--- src/rtl/pkt_class_pkg.sv ---
package pkt_class_pkg;
    localparam int NUM_CAT = 16;

    // Category index; read offset is 4*(index+1)
    typedef enum logic [3:0] {
        C_RD_REQ   = 4'd0,
        C_WR       = 4'd1,
        C_WR_RSP   = 4'd2,
        C_STRM_WR  = 4'd3,
        C_FLOW     = 4'd4,
        C_MNT_RDQ  = 4'd5,
        C_MNT_WRQ  = 4'd6,
        C_MNT_RDR  = 4'd7,
        C_MNT_WRR  = 4'd8,
        C_MNT_PW   = 4'd9,
        C_DSTREAM  = 4'd10,
        C_BELL     = 4'd11,
        C_MSG      = 4'd12,
        C_RSP_NOPL = 4'd13,
        C_RSP_MSG  = 4'd14,
        C_RSP_PL   = 4'd15
    } cat_e;

    typedef struct packed {
        logic       known;
        cat_e       cat;
    } class_t;

    function automatic class_t classify(input logic [3:0] ft, input logic [3:0] tt);
        class_t r;
        r.known = 1'b1;
        r.cat   = C_RD_REQ;
        unique case (ft)
            4'd2:  if (tt == 4'd4) r.cat = C_RD_REQ; else r.known = 1'b0;
            4'd5:  begin
                if (tt == 4'd4)      r.cat = C_WR;
                else if (tt == 4'd5) r.cat = C_WR_RSP;
                else                 r.known = 1'b0;
            end
            4'd6:  r.cat = C_STRM_WR;
            4'd7:  r.cat = C_FLOW;
            4'd8:  begin
                unique case (tt)
                    4'd0: r.cat = C_MNT_RDQ;
                    4'd1: r.cat = C_MNT_WRQ;
                    4'd2: r.cat = C_MNT_RDR;
                    4'd3: r.cat = C_MNT_WRR;
                    4'd4: r.cat = C_MNT_PW;
                    default: r.known = 1'b0;
                endcase
            end
            4'd9:  r.cat = C_DSTREAM;
            4'd10: r.cat = C_BELL;
            4'd11: r.cat = C_MSG;
            4'd13: begin
                unique case (tt)
                    4'd0: r.cat = C_RSP_NOPL;
                    4'd1: r.cat = C_RSP_MSG;
                    4'd8: r.cat = C_RSP_PL;
                    default: r.known = 1'b0;
                endcase
            end
            default: r.known = 1'b0;
        endcase
        return r;
    endfunction
endpackage

--- src/rtl/pkt_class_decode.sv ---
module pkt_class_decode
    import pkt_class_pkg::*;
#(
    parameter int N = NUM_CAT
) (
    input  logic         beat_valid,
    input  logic         beat_sop,
    input  logic [7:0]   hdr,
    output logic [N-1:0] hit
);
    class_t cls;

    always_comb begin
        cls = classify(hdr[7:4], hdr[3:0]);
        hit = '0;
        if (beat_valid && beat_sop && cls.known) begin
            hit[cls.cat] = 1'b1;
        end
    end
endmodule

--- src/rtl/pkt_class_cnt_bank.sv ---
module pkt_class_cnt_bank #(
    parameter int N = 16,
    parameter int W = 32
) (
    input  logic                clk,
    input  logic                rst_n,
    input  logic [N-1:0]        hit,
    input  logic                clr,
    output logic [N-1:0][W-1:0] cnt
);
    typedef struct packed {
        logic [N-1:0][W-1:0] cnt;
    } bank_t;

    bank_t state_d, state_q;

    always_comb begin
        state_d = state_q;
        for (int i = 0; i < N; i++) begin
            if (hit[i]) begin
                state_d.cnt[i] = state_q.cnt[i] + W'(1);
            end
        end
        if (clr) begin
            state_d.cnt = '0;
        end
    end

    always_ff @(posedge clk) begin
        if (!rst_n) begin
            state_q <= '0;
        end else begin
            state_q <= state_d;
        end
    end

    assign cnt = state_q.cnt;
endmodule

--- src/rtl/pkt_class_csr_rd.sv ---
module pkt_class_csr_rd #(
    parameter int N = 16,
    parameter int W = 32
) (
    input  logic [N-1:0][W-1:0] cnt,
    input  logic [7:0]          addr,
    output logic [31:0]         rdata
);
    localparam int IDX_W = 6;
    logic [IDX_W-1:0] word;
    logic             unused_lsb;

    assign word       = addr[7:2];
    assign unused_lsb = ^addr[1:0];

    always_comb begin
        rdata = '0;
        for (int i = 0; i < N; i++) begin
            if (word == IDX_W'(i + 1)) begin
                rdata = 32'(cnt[i]);
            end
        end
    end
endmodule

--- src/rtl/pkt_class_counter.sv ---
module pkt_class_counter
    import pkt_class_pkg::*;
#(
    parameter int CNT_W = 32
) (
    input  logic        clk,
    input  logic        rst_n,
    input  logic        st_valid,
    input  logic        st_sop,
    input  logic [7:0]  st_data,
    output logic        st_ready,
    input  logic [7:0]  csr_addr,
    input  logic        csr_wr,
    input  logic [31:0] csr_wdata,
    output logic [31:0] csr_rdata
);
    localparam int N = NUM_CAT;

    logic [N-1:0]            cat_hit;
    logic [N-1:0][CNT_W-1:0] cnt_all;
    logic                    clr_req;
    logic                    ready_q;
    logic                    unused_wbits;

    assign clr_req      = csr_wr && (csr_addr == 8'h00) && csr_wdata[0];
    assign unused_wbits = ^csr_wdata[31:1];

    always_ff @(posedge clk) begin
        if (!rst_n) ready_q <= 1'b0;
        else        ready_q <= 1'b1;
    end
    assign st_ready = ready_q | rst_n;

    pkt_class_decode #(.N(N)) u_dec (
        .beat_valid (st_valid),
        .beat_sop   (st_sop),
        .hdr        (st_data),
        .hit        (cat_hit)
    );

    pkt_class_cnt_bank #(.N(N), .W(CNT_W)) u_bank (
        .clk   (clk),
        .rst_n (rst_n),
        .hit   (cat_hit),
        .clr   (clr_req),
        .cnt   (cnt_all)
    );

    pkt_class_csr_rd #(.N(N), .W(CNT_W)) u_rd (
        .cnt   (cnt_all),
        .addr  (csr_addr),
        .rdata (csr_rdata)
    );
endmodule

--- config.mk ---
export PLATFORM = sky130hd
export DESIGN_NAME = pkt_class_counter
export DESIGN_NICKNAME = d
export VERILOG_FILES = /design/src/rtl/pkt_class_pkg.sv /design/src/rtl/pkt_class_decode.sv /design/src/rtl/pkt_class_cnt_bank.sv /design/src/rtl/pkt_class_csr_rd.sv /design/src/rtl/pkt_class_counter.sv
export SDC_FILE = /design/constraint.sdc
export NUM_CORES = 1
export LEC_CHECK = 0
export BUFFER_PORTS_ARGS = -buffer_cell sky130_fd_sc_hd__buf_2
export CORE_AREA = 10 10 319 321
export DETAILED_ROUTE_END_ITERATION = 12
export DIE_AREA = 0 0 329 331
export GPL_TIMING_DRIVEN = 0
export HOLD_SLACK_MARGIN = 0.05
export PLACE_DENSITY = 0.5
export SYNTH_ARGS = -nofsm -noshare
export SYNTH_HDL_FRONTEND = slang
export SYNTH_HIERARCHICAL = 1
export SYNTH_SLANG_ARGS = --single-unit
export TNS_END_PERCENT = 5
--- constraint.sdc ---
create_clock -name clk -period 10.7 [get_ports clk]
set_input_delay 2.14 -clock clk [delete_from_list [all_inputs] [get_ports clk]]
set_output_delay 2.14 -clock clk [all_outputs]
set_load 0.02 [all_outputs]
Word level (Yosys, flattened, before mapping)
Cells that the tools add are included.
Widths: inputs -> output; s select.
Storage, ports and cells
  register bits after elaboration: 513
  bits of input ports: 53
  output and inout bits: 33
  logic and storage cells: 110
Cells by class
  $add $sub $neg: 16
  magnitude comparators: 2
  eq/ne operators: 31
  mux-type cells: 31
  bitwise gates (word level): 2
  reductions and logical operators: 11
Operators by type and width (number)
  $add 32x1->32 const B: 16
  $mux 32: 16
  $eq 6x4->1 const B: 8
  $pmux 4 s8: 1
  $eq 4x4->1 const B: 6
  $eq 6x3->1 const B: 4
  $eq 4x3->1 const B: 5
  $pmux 4 s5: 1
  $mux 16: 1
  $eq 4x2->1 const B: 3
  $eq 6x2->1 const B: 2
  $pmux 4 s3: 1
  $reduce_or 5->1: 2
  $logic_not 8->1: 1
  $mux 1: 7
  $eq 6x1->1 const B: 1
  $eq 6x5->1 const B: 1
  $logic_and 1x1->1: 5
  $lt 4x5->1 const B: 1
  $pmux 1 s5: 1
  $demux 1 s4: 1
  $eq 4x1->1 const B: 1
  $ge 4x1->1 const B: 1
  $logic_not 4->1: 1
  6 further kinds: 6

Longest topological paths before layout
Gate-level depths: netlist of the first run.
  depth in word-level cells: 17
  depth in mapped cells: 13
  depth with buffers taken out: 9

Hierarchy
Netlist of the first run, hierarchy kept.
Modules (own cells, without submodules)
  pkt_class_cnt_bank: times used 1, cells each 2813, area an instance 23988.0 um^2
  pkt_class_csr_rd: times used 1, cells each 584, area an instance 3905.0 um^2
  pkt_class_decode: times used 1, cells each 69, area an instance 441.7 um^2
  pkt_class_counter: times used 1, cells each 5, area an instance 47.5 um^2

Worst setup path before layout of the first run
OpenSTA, ideal clock, no wires.
  kind: input-to-output
  start point: input port csr_addr[3]
  end point: output port csr_rdata[18]
  data arrival time: 4134 ps
  required time: 8560 ps
  setup slack: 4426 ps
  cell stages on the path: 9
  cells stage by stage: buf_6 -> or4b_1 -> buf_2 -> nor2_4 -> buf_6 -> a22oi_1 -> nand3_1 -> a2111oi_0 -> nor4_1
On the way
  cells in the longest elaborated chain, start to end: 17
  elaborated cells on any way between the ends: 32
RTL lines
  start, declared: line pkt_class_counter.sv:12  | input logic [7:0] csr_addr,
  $eq 6x1->1: line pkt_class_csr_rd.sv:19  | if (word == IDX_W'(i + 1)) begin
  $mux 32 (15 in a row): line pkt_class_csr_rd.sv:19
  $mux 32 *: line pkt_class_csr_rd.sv:19
  end, declared: line pkt_class_counter.sv:15  | output logic [31:0] csr_rdata
Mark *: on every way between the ends. The rest lies on a longest branch, timed or not.

Worst setup path in the final report of the first run
  start point: input port csr_addr[6]
  end point: output port csr_rdata[4]
The elaborated chain is that of the path after synthesis.

==> results.cfg, run 1 <==
[outcome]
status = completed

[worst_setup_path]
worstReg2RegStart = u_bank/cnt[225]
critPathKind = input pin to output pin
critPathLaunchType = input pin
arrival_ns = 5.80
cp_max_fo = 10
required_ns = 8.56
crit_path_end_kind = output pin
crit_start = csr_addr[6]

[synth]
synth_compound_area_frac = 0.217
yosys_register_bits = 513
synthFlopType = dfxtp_1
yosys_warnings = 6
synth_top_family_by_area = simple AND/OR/NAND/NOR gates
synth.avg_cell_area_um2 = 8.18
synthMuxAreaShare = 0.0143
yosysSeqAreaShare = 0.362
synth_edf_count = 0
synth.distinct_cells = 89
synth_area_mm2 = 0.0284
syn_inst = 3471
async_flop_share = 0
synthSimpleGateAreaFrac = 0.299
synth-xor-area-share = 0.0555
synthAdderAreaFrac = 0.00705
syn-num-nets = 3540

[timing]
rsz0062_at_grt = false
period_share = 0.742
holdWs_ns = 0.484
final_max_slew_viol_count = 0
fmax_mhz = 126
finalHoldViolations = 0
setup-violations-final = 0
worst_pin_slew_ns = 1.45
period_needed_ns = 7.94
slew_headroom = 0.0334
tns_ns = 0
clock_skew_ns = 0.0188

[floorplan]
io_pins = 86
die_y_um = 331
core_mm2 = 0.0957
initial_utilization = 0.297
die_w_um = 329
die-area_mm2 = 0.109
placementRows = 114

[layout]
syn_to_final_growth_pct = 13.6
nNetsFinal = 3658
antenna_cells = 0
drive_gt1_frac = 0.0765

[power]
powerDensity_mw_per_mm2 = 129
vdd_ir_drop_max_mv = 0.141
power_mw = 4.17
leakagePower_nw = 9.68

[clock_network]
htreeDepth = 2
cts_max_path_buffers = 3
path_clk_slew_ns = 0.06
cts_buffers = 61
clockRootBuffer = clkbuf_16
cts_tree = yes
clock_sinks = 513
ctsResizeCount = 0
insertion_delay_ns = 0.66
cts_setup_buffers = 0
ctsHoldBuffers = 0

[drt]
routed_wl_mm = 124
ant_nets = 0
via_per_inst = 6.02
post_drt_wl_per_cell_um = 25.2
drtPass1Iterations = 9
route.detailed.drc = 0
vias = 29566
drtIter0Drc = 3574

[place]
gp_congestion = 0.977
io_buffer_count = 53
hpwl_mm = 94.6

[grt]
grt_max_degree = 16
grtUsageTotal = 0.217
grt_overflow = 0
grt_pass1_vias = 26067
antenna_found_initial = 5
grt_pass1_wl_mm = 180

[flow_run]
maxCapViolations = 0

[hold_path]
hold_start = u_bank/cnt[95]
worstHoldPathType = flip-flop to flip-flop
-- per-stage QoR --
stage | setup WS [ns] | util | cell area, µm² | cells
after global routing | 2.69 | 0.337 | 32200 | 4908
after floorplan | 4.43 | - | 28400 | 3471
after CTS | 2.94 | 0.337 | 32200 | 4908
after detailed placement | 2.95 | 0.316 | 30300 | 4802
final | 2.76 | 0.337 | 32200 | 4908
after global placement | 2.83 | 0.316 | 30200 | 4800
-- worst max-delay path: stages --
cell and delay (ns):
buf_2 0.17, buf_2 0.21, nand4bb_1 0.51, nor2_1 0.62
buf_2 0.44, a22oi_1 0.19, nand3_1 0.18, a2111oi_0 0.13
nor4_1 0.89, buf_2 0.31
-- placed cells by master (no fill, tap or decap), types with 36 or more instances in the layout --
cell | synthesis | layout
inv_1 | 59 | 59
a21oi_1 | 311 | 311
and3_1 | 40 | 40
nor2_1 | 263 | 263
mux2i_1 | 36 | 36
dfxtp_1 | 513 | 513
xnor2_1 | 90 | 90
a22oi_1 | 85 | 85
nand3_1 | 173 | 173
o22ai_1 | 58 | 58
clkbuf_1 | 160 | 170
or3_1 | 115 | 115
clkbuf_16 | 0 | 63
o21ai_0 | 128 | 128
o31ai_1 | 179 | 179
or4_1 | 203 | 203
buf_2 | 44 | 98
nand4_1 | 174 | 174
and4_1 | 65 | 65
nor3_1 | 68 | 68
nand2_1 | 219 | 219
nor4_1 | 55 | 54
xor2_1 | 90 | 90
-- Yosys cell counts, types with 40 or more instances --
cell,number,share of area
nor4_1,55,0.012
nor2_1,263,0.035
nand2_1,219,0.029
o21ai_0,128,0.023
nand3_1,173,0.031
nor3_1,68,0.012
o31ai_1,179,0.047
and3_1,40,0.0088
a21oi_1,311,0.055
or3_1,115,0.025
buf_2,44,0.0078
dfxtp_1,513,0.36
nand4_1,174,0.038
o22ai_1,58,0.013
inv_1,59,0.0078
xor2_1,90,0.028
clkbuf_1,160,0.021
xnor2_1,90,0.028
and4_1,65,0.020
a22oi_1,85,0.022
or4_1,203,0.054
-- area by class of cell --
type,instances,area [µm²]
Buffer,234,1070
Clock buffer,95,1910
Clock inverter,11,67.6
Fill cell,10162,63500
Inverter,59,221
Multi-Input combinational cell,2665,16800
Sequential cell,513,10300
Tap cell,1276,1600
Timing Repair Buffer,55,278
-- cells by family after synthesis --
logic type | Yosys count
flip-flops | 513
XOR/XNOR | 180
adder cells (fa/ha/maj) | 16
AND/OR/NAND/NOR | 1489
buffers and inverters | 293
multiplexers | 40
AO/OA/AOI/OAI | 940
-- path summary, 6_finish.rpt --
| check | slack, ns | depth (start not counted) | to |
|---|---|---|---|
| min | 0.48 | 2 | u_bank/cnt[95] |
| max | 2.76 | 10 | csr_rdata[4] |
| max reg2reg | 8.09 | 7 | u_bank/cnt[242] |
| min reg2reg | 0.48 | 2 | u_bank/cnt[95] |
-- registers in the layout, summed over array words and instances, names as in the netlist --
signal,count
u_bank/cnt,512
ready_q,1
-- power breakdown --
group | internal (mW) | switching [mW] | leakage (nW) | total [mW]
registers | 1.91 | 0.00106 | 4.13 | 1.91
logic | 0.0343 | 0.124 | 4.58 | 0.158
clock network | 1.21 | 0.887 | 0.977 | 2.10
total | 3.15 | 1.01 | 9.68 | 4.17
-- routing by layer --
metal	routed length, µm	vias to the layer above	part of all wire	global-route usage
li1	-	13667	-	-
met1	55600	14411	0.45	0.310
met2	52500	1252	0.42	0.323
met3	10400	228	0.084	0.0359
met4	5160	8	0.042	0.0824
met5	52	-	0.00042	0
Note: power is estimated with default switching activity, not from simulation.
==> inputs of run 2 (changes only) <==
--- a/config.mk
+++ b/config.mk
@@ -11,7 +11,7 @@
 export DIE_AREA = 0 0 329 331
 export GPL_TIMING_DRIVEN = 0
 export HOLD_SLACK_MARGIN = 0.05
-export PLACE_DENSITY = 0.5
+export PLACE_DENSITY = 0.52
 export SYNTH_ARGS = -nofsm -noshare
 export SYNTH_HDL_FRONTEND = slang
 export SYNTH_HIERARCHICAL = 1
==> constraint.sdc (replaced) <==
create_clock -name clk -period 6.8 [get_ports clk]
set_input_delay 1.36 -clock clk [delete_from_list [all_inputs] [get_ports clk]]
set_output_delay 1.36 -clock clk [all_outputs]
set_load 0.02 [all_outputs]
==> run 2 against run 1 <==
  * The run now ends with max-capacitance violations left
  * Worst setup slack got worse by 2.3 ns
  * Critical path depth stayed put
  * First-iteration DRC count grew 10%
  * Combinational power grew 57%
  * Die area unchanged
  * Non-clock buffer count rose by 1
  * Clock power increased by 68%
  * Sequential share of layout area decreased by 0.15 points
  * Core utilization grew 0.16 points
  * Final area rose by 0.49%
  * Worst hold slack improved by 0.00073 ns
  * Clock skew rose by 0.010 ns
  * Critical path type unchanged
  * Critical endpoint unchanged
  * Highest routed layer unchanged
==> results.cfg, run 2 (same netlist as run 1, synthesis figures left out) <==
[floorplan]
die-area_mm2 = 0.109
initial_utilization = 0.297
die_w_um = 329
placementRows = 114
die_y_um = 331
core_mm2 = 0.0957
io_pins = 86

[worst_setup_path]
slowest_delay_ns = 0.77
rr_worst_depth = 7
cp_max_fo = 10
cp_cell_sequence = buf_2 > buf_2 > buf_2 > nand3_1 > clkbuf_1 > o22ai_1 > nor2_1 > o21ai_0 > nor4_1 > buf_2
worstReg2RegStart = u_bank/cnt[225]
rrSetupSlack_ns = 4.21
crit_path_end_kind = output pin
critPathLaunchType = input pin
crit_start = csr_addr[4]
arrival_ns = 5.01
r2r-end = u_bank/cnt[242]
required_ns = 5.44
cp_common_cell = buf_2
slowest_stage = nor4_1
critPathKind = input pin to output pin

[power]
powerDensity_mw_per_mm2 = 210
vdd_ir_drop_max_mv = 0.170
leakagePower_nw = 9.73

[layout]
regArea_mm2 = 0.0103
layout.cells.non_filler = 4914
largest_register_ffs = 512
multi_input_area_mm2 = 0.0168
final_cell_mix = dfxtp_1 (513), a21oi_1 (311), nor2_1 (263)
fillers = 10030
syn_to_final_growth_pct = 14.2
final_common_cell = dfxtp_1
nNetsFinal = 3658
drive_gt1_frac = 0.0770
utilization = 0.339
antenna_cells = 0

[timing]
tns_ns = 0
period_needed_ns = 6.37
fmax_mhz = 157
holdWs_ns = 0.485
setup-violations-final = 0
final_max_slew_viol_count = 0
rsz0062_at_grt = false
worst_pin_slew_ns = 1.43
finalHoldViolations = 0
clock_skew_ns = 0.0289
period_share = 0.937
fin_ws_ns = 0.427
slew_headroom = 0.0195

[clock_network]
cts_tree = yes
htreeDepth = 2
clock_sinks = 513
path_clk_slew_ns = 0.06
ctsHoldBuffers = 0
clockRootBuffer = clkbuf_16
insertion_delay_ns = 0.66
cts_setup_buffers = 0
cts_buffers = 60
ctsResizeCount = 0
cts_max_path_buffers = 3

[hold_path]
hold_start = u_bank/cnt[95]
hold_path_end = u_bank/cnt[95]
worstHoldPathType = flip-flop to flip-flop
whs_path_depth = 2

[drt]
routed_wl_mm = 121
post_drt_wl_per_cell_um = 24.7
drtPass1Iterations = 6
vias = 29677
route.detailed.drc = 0
via_per_inst = 6.04
drtIter0Drc = 3949
ant_nets = 0

[grt]
grt_pass1_wl_mm = 176
antenna_found_initial = 10
grt_pass1_vias = 25898
grtUsageTotal = 0.212
grt_overflow = 0
grt_max_degree = 16

[place]
place_ws_ns = 0.575
io_buffer_count = 53
gp_congestion = 1.03
dp_cells = 4803
hpwl_mm = 92.8

[outcome]
violations = max-capacitance violations
status = finished, violations left

[flow_run]
maxCapViolations = 1
run 2: changes by cell type in the layout (fill, tap and decap cells not counted), moves of 2 or more:
cell / change
clkinv_2: +2
clkbuf_8: -13
clkbuf_1: +4
bufinv_16: +11
clkinvlp_4: +4
clkbuf_16: -3
run 2: worst max-delay path by stage:
| stage | endpoint | slack, ns |
|---|---|---|
| 2_1_floorplan | csr_rdata[18] | 2.09 |
| 3_3_place_gp | csr_rdata[13] | 0.48 |
| 3_5_place_dp | csr_rdata[6] | 0.58 |
| 4_1_cts | csr_rdata[6] | 0.56 |
| 5_1_grt | csr_rdata[6] | 0.40 |
| 6_report | csr_rdata[4] | 0.43 |
run 2: per-stage QoR:
stage	cell area (µm²)	power [mW]
4_1_cts	32400	6.84
6_report	32400	6.79
2_1_floorplan	28400	3.20
3_5_place_dp	30300	3.32
3_3_place_gp	30200	3.31
5_1_grt	32400	6.98
run 2: power by group:
part	total (mW)	switching [mW]	internal (mW)
clock network	3.53	1.41	2.12
logic	0.248	0.194	0.0547
registers	3.01	0.00162	3.01
run 2: final cells by class:
type,count,area share
Clock buffer,82,0.0514
Inverter,59,0.00684
Buffer,234,0.0329
Sequential cell,513,0.317
Multi-Input combinational cell,2665,0.520
Timing Repair Buffer,56,0.00904
Tap cell,1276,0.0493
Clock inverter,29,0.0140
run 2: routing by layer:
layer	global-route usage	part of all wire
met1	0.298	0.44
met2	0.312	0.42
met3	0.0403	0.089
met4	0.0929	0.048
met5	0	0.00046
run 2: critical path: cells and delay by family:
family                 cells  cell delay [ns]
AO/OA/AOI/OAI              2             0.30
AND/OR/NAND/NOR            3             1.70
buffers and inverters      5             1.61
